===== config.mk =====
export PLATFORM = sky130hd
export DESIGN_NAME = cr_field_mover
export DESIGN_NICKNAME = d
export VERILOG_FILES = /design/src/rtl/crmv_pkg.sv /design/src/rtl/crmv_lane_mask.sv /design/src/rtl/crmv_field_pick.sv /design/src/rtl/crmv_bool_gen.sv /design/src/rtl/cr_field_mover.sv
export SDC_FILE = /design/constraint.sdc
export NUM_CORES = 1
export LEC_CHECK = 0
export BUFFER_PORTS_ARGS = -buffer_cell sky130_fd_sc_hd__buf_2
export CORE_AREA = 3 3 93 95
export CTS_CLUSTER_SIZE = 40
export DETAILED_ROUTE_END_ITERATION = 12
export DIE_AREA = 0 0 96 98
export PLACE_DENSITY = 0.73
export SLEW_MARGIN = 15
export SYNTH_ARGS = -nofsm -noshare
export SYNTH_HDL_FRONTEND = slang
export SYNTH_SLANG_ARGS = --single-unit

===== constraint.sdc =====
create_clock -name clk -period 1.5 [get_ports clk]
set_input_delay 0.3 -clock clk [delete_from_list [all_inputs] [get_ports clk]]
set_output_delay 0.3 -clock clk [all_outputs]
set_load 0.01 [all_outputs]

===== src/rtl/crmv_pkg.sv =====
// Package: shared constants and operation codes for the condition register
// field move unit. Assumes a fixed 4-bit field width.
package crmv_pkg;
    localparam int LANE_W = 4;

    typedef enum logic [2:0] {
        CRMV_NOP   = 3'd0,
        CRMV_WRITE = 3'd1,
        CRMV_READ  = 3'd2,
        CRMV_PACK  = 3'd3,
        CRMV_BOOL  = 3'd4
    } crmv_op_e;
endpackage


===== src/rtl/crmv_lane_mask.sv =====
// Expands a per-field mask into a per-bit mask. Mask bit j covers bits
// [4j+3:4j], so the top mask bit selects the most significant field.
// Assumes LANE_W bits per field.
module crmv_lane_mask #(
    parameter int FIELDS = 8
) (
    input  logic [FIELDS-1:0]                  fxm_i,
    output logic [FIELDS*crmv_pkg::LANE_W-1:0] mask_o
);
    // one replicated lane per mask bit
    for (genvar j = 0; j < FIELDS; j++) begin : g_lane
        assign mask_o[j*crmv_pkg::LANE_W +: crmv_pkg::LANE_W] = {crmv_pkg::LANE_W{fxm_i[j]}};
    end
endmodule


===== src/rtl/crmv_field_pick.sv =====
// Selects one field of the condition register. Index 0 is the most
// significant field. Assumes FIELDS is a power of two.
module crmv_field_pick #(
    parameter int FIELDS = 8,
    localparam int IDX_W = $clog2(FIELDS),
    localparam int CR_W  = FIELDS * crmv_pkg::LANE_W
) (
    input  logic [CR_W-1:0]            cr_i,
    input  logic [IDX_W-1:0]           idx_i,
    output logic [crmv_pkg::LANE_W-1:0] fld_o
);
    // multiplexer over the fields, counted from the top
    always_comb begin
        fld_o = '0;
        for (int f = 0; f < FIELDS; f++) begin
            if (idx_i == IDX_W'(f))
                fld_o = cr_i[(FIELDS-1-f)*crmv_pkg::LANE_W +: crmv_pkg::LANE_W];
        end
    end
endmodule


===== src/rtl/crmv_bool_gen.sv =====
// Turns one condition field into a signed boolean value. If the top bit is
// set the result is -1; otherwise, if the second bit is set, it is +1;
// otherwise it is 0.
module crmv_bool_gen #(
    parameter int GPR_W = 64
) (
    input  logic [crmv_pkg::LANE_W-1:0] fld_i,
    output logic [GPR_W-1:0]            val_o
);
    // priority: top bit, then second bit
    always_comb begin
        if (fld_i[crmv_pkg::LANE_W-1])
            val_o = {GPR_W{1'b1}};
        else if (fld_i[crmv_pkg::LANE_W-2])
            val_o = {{(GPR_W-1){1'b0}}, 1'b1};
        else
            val_o = '0;
    end
endmodule


===== src/rtl/cr_field_mover.sv =====
// Condition register field move unit. Holds the condition register and a
// registered destination value, and performs one operation per cycle:
// masked field write, full read, status pack, or set-boolean.
// Assumes GPR_W >= FIELDS*4 and a synchronous active-low reset.
module cr_field_mover #(
    parameter int GPR_W  = 64,
    parameter int FIELDS = 8,
    localparam int CR_W  = FIELDS * crmv_pkg::LANE_W,
    localparam int IDX_W = $clog2(FIELDS)
) (
    input  logic             clk,
    input  logic             rst_n,
    input  logic [2:0]       op_i,
    input  logic [GPR_W-1:0] src_i,
    input  logic [FIELDS-1:0] fxm_i,
    input  logic [IDX_W-1:0] fld_i,
    input  logic             ov_i,
    input  logic             ov32_i,
    input  logic             ca_i,
    input  logic             ca32_i,
    output logic [CR_W-1:0]  cr_o,
    output logic [GPR_W-1:0] dst_o
);
    import crmv_pkg::*;

    crmv_op_e                op;
    logic [CR_W-1:0]         cr_q, cr_d;
    logic [GPR_W-1:0]        dst_q, dst_d;
    logic [CR_W-1:0]         lane_mask;
    logic [LANE_W-1:0]       sel_field;
    logic [GPR_W-1:0]        bool_val;
    logic [LANE_W-1:0]       status;
    logic [GPR_W-CR_W-1:0]   src_hi_unused;

    assign op            = crmv_op_e'(op_i);
    assign status        = {ov_i, ov32_i, ca_i, ca32_i};
    assign src_hi_unused = src_i[GPR_W-1:CR_W];

    crmv_lane_mask #(.FIELDS(FIELDS)) i_mask (
        .fxm_i  (fxm_i),
        .mask_o (lane_mask)
    );

    crmv_field_pick #(.FIELDS(FIELDS)) i_pick (
        .cr_i  (cr_q),
        .idx_i (fld_i),
        .fld_o (sel_field)
    );

    crmv_bool_gen #(.GPR_W(GPR_W)) i_bool (
        .fld_i (sel_field),
        .val_o (bool_val)
    );

    // next condition register: merge write or single-field pack
    always_comb begin
        cr_d = cr_q;
        case (op)
            CRMV_WRITE: cr_d = (src_i[CR_W-1:0] & lane_mask) | (cr_q & ~lane_mask);
            CRMV_PACK: begin
                for (int f = 0; f < FIELDS; f++) begin
                    if (fld_i == IDX_W'(f))
                        cr_d[(FIELDS-1-f)*LANE_W +: LANE_W] = status;
                end
            end
            default: cr_d = cr_q;
        endcase
    end

    // next destination value: full read or set-boolean, otherwise hold
    always_comb begin
        case (op)
            CRMV_READ: dst_d = {{(GPR_W-CR_W){1'b0}}, cr_q};
            CRMV_BOOL: dst_d = bool_val;
            default:   dst_d = dst_q;
        endcase
    end

    // state registers with synchronous active-low reset
    always_ff @(posedge clk) begin
        if (!rst_n) begin
            cr_q  <= '0;
            dst_q <= '0;
        end else begin
            cr_q  <= cr_d;
            dst_q <= dst_d;
        end
    end

    assign cr_o  = cr_q;
    assign dst_o = dst_q;

    AST_RESET_CLEARS: assert property (@(posedge clk)
        !rst_n |=> (cr_q == '0 && dst_q == '0));

    AST_WRITE_MERGE: assert property (@(posedge clk) disable iff (!rst_n)
        (op_i == 3'd1) |=> cr_q == (($past(src_i[CR_W-1:0]) & $past(lane_mask)) |
                                    ($past(cr_q) & ~$past(lane_mask))));

    AST_TOP_MASK_BIT: assert property (@(posedge clk) disable iff (!rst_n)
        (op_i == 3'd1 && fxm_i == {1'b1, {(FIELDS-1){1'b0}}})
        |=> cr_q[CR_W-LANE_W-1:0] == $past(cr_q[CR_W-LANE_W-1:0]));

    AST_EMPTY_MASK_HOLDS: assert property (@(posedge clk) disable iff (!rst_n)
        (op_i == 3'd1 && fxm_i == '0) |=> $stable(cr_q));

    AST_READ_ZERO_EXT: assert property (@(posedge clk) disable iff (!rst_n)
        (op_i == 3'd2) |=> (dst_q == {{(GPR_W-CR_W){1'b0}}, $past(cr_q)}));

    AST_PACK_ONE_FIELD: assert property (@(posedge clk) disable iff (!rst_n)
        (op_i == 3'd3) |=> ($countones(cr_q ^ $past(cr_q)) <= LANE_W));

    AST_BOOL_RANGE: assert property (@(posedge clk) disable iff (!rst_n)
        (op_i == 3'd4) |=> (dst_q == '1 || dst_q == GPR_W'(1) || dst_q == '0));

    AST_CR_QUIET: assert property (@(posedge clk) disable iff (!rst_n)
        (op_i != 3'd1 && op_i != 3'd3) |=> $stable(cr_q));

    AST_DST_QUIET: assert property (@(posedge clk) disable iff (!rst_n)
        (op_i != 3'd2 && op_i != 3'd4) |=> $stable(dst_q));
endmodule


## Word-level counts from Yosys, hierarchy flattened

Cells that the tools add are included.

- Add/sub/neg operators: 0
- Multipliers: 0
- Equality and inequality tests: 19
- Mux-type cells: 20
- Shift operators: 0
- Bitwise gates (word level): 4
- Reduce and logical (&&, ||, !) cells: 11
- Divide/modulo/power cells: 0
- Magnitude comparators: 0

Operators by type and width:

| operator | number |
|---|---|
| $pmux W64 S2 | 1 |
| $and A32 B32 Y32 | 2 |
| $mux W4 | 16 |
| $mux W64 | 1 |
| $pmux W32 S2 | 1 |
| $not A32 Y32 | 1 |
| $or A32 B32 Y32 | 1 |
| $ne A2 B2 Y1 const B | 8 |
| $reduce_and A2 Y1 | 8 |
| $eq A3 B3 Y1 const B | 5 |
| $eq A3 B2 Y1 const B | 4 |
| $eq A3 B1 Y1 const B | 2 |
| $reduce_bool A2 Y1 | 2 |
| $logic_not A3 Y1 | 1 |
| $mux W1 | 1 |

- Latch bits: 0
- Register bits: 96
- Memories kept: 0
- Bits in read-only memories: 0
- Memory bits (writable): 0
- Bits of input ports: 84
- Logic and storage cells: 63
- Output and inout port bits: 96

## Logic depth before layout (Yosys ltp)

- Depth after elaboration: 12
- Depth in mapped cells: 7
- Mapped depth without buffers: 5

## Hierarchy

Synthesis repeated with hierarchy kept, for this count alone.

- Cell total of the unflattened synthesis: 627
- Area, all modules: 5749.3 um^2

Modules (own cells, without submodules):

| module | seq. area each (um^2) | cells an instance | area an instance (um^2) | times used |
|---|---|---|---|---|
| cr_field_mover | 1921.8 | 509 | 4739.5 | 1 |
| crmv_bool_gen | 0.0 | 64 | 479.2 | 1 |
| crmv_field_pick | 0.0 | 22 | 290.3 | 1 |
| crmv_lane_mask | 0.0 | 32 | 240.2 | 1 |

## Worst setup path after synthesis

No wires, ideal clock.

- Path type: input to register
- Start: in fld_i[0]
- End: reg dst_q[0], in the netlist dst_o[0]
- Path buffers: 2
- Setup time: 0.134 ns
- Data arrival time: 1.304 ns
- Stages on the path: 6
- Required time: 1.366 ns
- Setup slack: 0.062 ns
- Path through: buf_6 mux4_2 nand2b_4 nand3_4 buf_6 a31oi_1

- Cells in the longest elaborated chain, start to end: 12
- Elaborated cells on any way between the ends: 19
- Classes of those cells: 7 x eq/ne; 11 x mux; 1 x reduce/logical

RTL lines:

| what | line | text |
|---|---|---|
| start, declared | cr_field_mover.sv:16 | `input logic [IDX_W-1:0] fld_i,` |
| $logic_not A3 Y1 | crmv_field_pick.sv:16 | `if (idx_i == IDX_W'(f))` |
| $mux W4 (7 in a row) | crmv_field_pick.sv:16 |  |
| $mux W4 (*) | crmv_field_pick.sv:16 |  |
| $mux W1 | crmv_bool_gen.sv:14 | `else if (fld_i[crmv_pkg::LANE_W-2])` |
| $mux W64 (*) | crmv_bool_gen.sv:12 | `if (fld_i[crmv_pkg::LANE_W-1])` |
| $pmux W64 S2 (*) | cr_field_mover.sv:72 | `case (op)` |
| end signal, assigned | cr_field_mover.sv:86 | `dst_q <= dst_d;` |
| end, declared | cr_field_mover.sv:28 | `logic [GPR_W-1:0] dst_q, dst_d;` |

Mark *: on every way between the ends. The rest lies on a longest branch, timed or not.
A chain may end at the register's enable or synchronous reset.

==> flow_summary_export.csv <==
group,metric,value,unit
routing,dr.pass1.iters,5,
finish,drive_above_1_share,42.0,%
yosys,syn_area,3130,µm²
place,gp_congestion,0.822,
finish,fin_cells,616,
cts,hold_buffers,0,
hold_path,hp-class,"in2reg",
floorplan,rows,32,
global_route,grt_pass1_wl,15.5,mm
status,status,"finished clean",
routing,dr.first_iter.drc_count,200,
yosys,synth_cell_types,33,
finish,stdcell_area,4200,µm²
cts,clkTransAtPathRegs,70,ps
sta,clock.fmax,699,MHz
worst_setup_path,endpoint_kind,"flop",
yosys,yosysSeqAreaShare,41.5,%
finish,fin_nets,593,
sta,period_minus_slack,1430,ps
global_route,antenna_found_initial,0,
yosys,synth_fp_nets,461,
global_route,grt_overflow,0,
place,io_buffers,147,
floorplan,core,7810,µm²
sta,setup_violations,0,
cts,cts-buffers-inserted,9,
sta,rsz0062_at_grt,"yes",
sta,hold_slack,265,ps
routing,routed_via_density,5.45,
yosys,yosysTopAreaCell,"dfxtp_1",
worst_setup_path,slowest_stage,"mux4_2",
finish,multi_input_area,1460,µm²
place,place_area,3930,µm²
global_route,grt_pass1_vias,3037,
finish,syn_to_final_growth,34.0,%
routing,routed_wl,10.1,mm
worst_setup_path,required,1690,ps
finish,n_antenna_cell,0,
routing,dr_total_vias,3360,
global_route,grt_max_degree,66,
worst_setup_path,crit_type,"reg2reg",
worst_setup_path,crit_buf_inv,1,
sta,worst_slew_pin_slew,824,ps
run,max_cap_viol_count,0,
routing,ant_nets,0,
cts,clk_path_buf_depth,2,
sta,fin_crit_sh,95.3,%
sta,setup_tns,0,ps
yosys,synth_area_per_cell,8.31,µm²
cts,postCtsSetupRepairBufs,0,
cts,htreeDepth,3,
sta,final.setup.worst_slack,70.0,ps
yosys,synthTopCellsByArea,"dfxtp_1, a31oi_1, o21ai_0",
finish,mostFrequentLayoutCells,"buf_2, a31oi_1, dfxtp_1",
sta,skew,7.24,ps
worst_setup_path,crit_family,"multiplexers",
cts,worstSkewPairLatency,340,ps
finish,final_util,53.8,%
pwr,total_power,4.44,mW
sta,relSlewSlack,44.9,%
sta,drv_slew,0,
worst_setup_path,slowest_delay,450,ps
worst_setup_path,cp-start-kind,"flop",
worst_setup_path,critical_path.cell_chain,"mux4_2 -> nand2b_4 -> nand3_4 -> buf_12 -> a31oi_1",
pwr,vdd_drop_max,0.000458,V
place,dp.cells,599,
floorplan,fp.dieH,98,µm
worst_setup_path,cp.arrival,1620,ps
floorplan,die_w,96,µm
sta,hold_violations,0,
yosys,synth-seq-cells,65,
pwr,leakage,2.01,nW
floorplan,num_io_pins,180,
finish,fillerInstances,741,
floorplan,die_area,9410,µm²
finish,regArea,1300,µm²
worst_setup_path,critPathMaxFanout,12,
pwr,p_per_area,1060,nW/µm²
cts,cts.sinks,65,
routing,wl_per_cell,16.4,µm
floorplan,initial_core_util,40.1,%
place,dp_slack,-471,ps
yosys,synth_top_area_share,41.5,%
global_route,grt_use_total,21.0,%
cts,tritoncts,"yes",
finish,final_common_cell,"buf_2",
yosys,syn_inst,377,
routing,drc,0,
place,dp_hpwl,7.11,mm
yosys,yosys_warnings,0,
cts,clock-root-buffer,"clkbuf_8",
[path summary, 6_finish.rpt]
path | to | slack, ps | startpoint | depth (start not counted)
worst max-delay path | dst_o[22] | 70 | flop | 5
worst min-delay path | flop | 260 | src_i[11] | 3
worst max register to register | dst_o[22] | 70 | flop | 5
worst min register to register | dst_o[21] | 500 | flop | 2
[area by class of cell]
cell class | count | area share, %
flip-flops and latches | 65 | 31.0
well taps | 102 | 3.04
repair buffers | 184 | 25.4
clock inverters | 5 | 2.44
clock buffers | 11 | 3.37
multi-input cells | 249 | 34.7
[cells in the mapped netlist]
| library cell | number |
|---|---|
| o21ai_1 | 1 |
| nor3_1 | 1 |
| nand2b_4 | 1 |
| o211a_1 | 4 |
| a22oi_1 | 1 |
| a211oi_1 | 1 |
| nand3_1 | 2 |
| a21oi_1 | 29 |
| buf_4 | 31 |
| a31oi_1 | 66 |
| nand4_1 | 1 |
| dfxtp_1 | 65 |
| a21oi_2 | 5 |
| mux2i_1 | 4 |
| nand2b_1 | 6 |
| nor2b_1 | 2 |
| nor3b_1 | 1 |
| o21ai_0 | 60 |
| nor2_2 | 3 |
| nor2_1 | 6 |
| buf_6 | 4 |
| and2b_1 | 2 |
| nand4b_1 | 2 |
| mux4_2 | 1 |
| o221ai_1 | 1 |
| xnor2_1 | 1 |
| buf_2 | 8 |
| nand2_1 | 38 |
| nand3_4 | 1 |
| a21boi_0 | 1 |
| and3_1 | 4 |
| mux2_2 | 3 |
| clkbuf_1 | 21 |
[timing repair]
action | in CTS | in global routing
pin swaps | 1 | 0
endpoints found under the setup margin | 31 | 35
cloned | 1 | 0
resized for setup | 1 | 3
[worst register-to-register path, cell delays in order (launching register included)]
cell      delay [ps]
dfxtp_1          330
mux4_2           450
nand2b_4         160
nand3_4          120
buf_12           150
a31oi_1           80
[cell families after synthesis]
logic type      synth area share [%]
compound gates                  31.2
buf+inv                         12.7
xor+xnor                       0.280
mux                             3.08
flops                           41.5
simple gates                    11.2
[metal layers]
layer,GRT usage (%),part of all wire (%)
met5,0,0
met4,7.33,1.7
met3,4.93,8.1
met2,32.8,48
met1,28.2,42
[power breakdown]
group	leakage, nW	internal (mW)	switching [mW]
sequential	0.532	1.83	0.0648
clock	0.120	1.15	0.684
combinational	1.36	0.306	0.409
total	2.01	3.29	1.16
(Power assumes the default switching activity.)
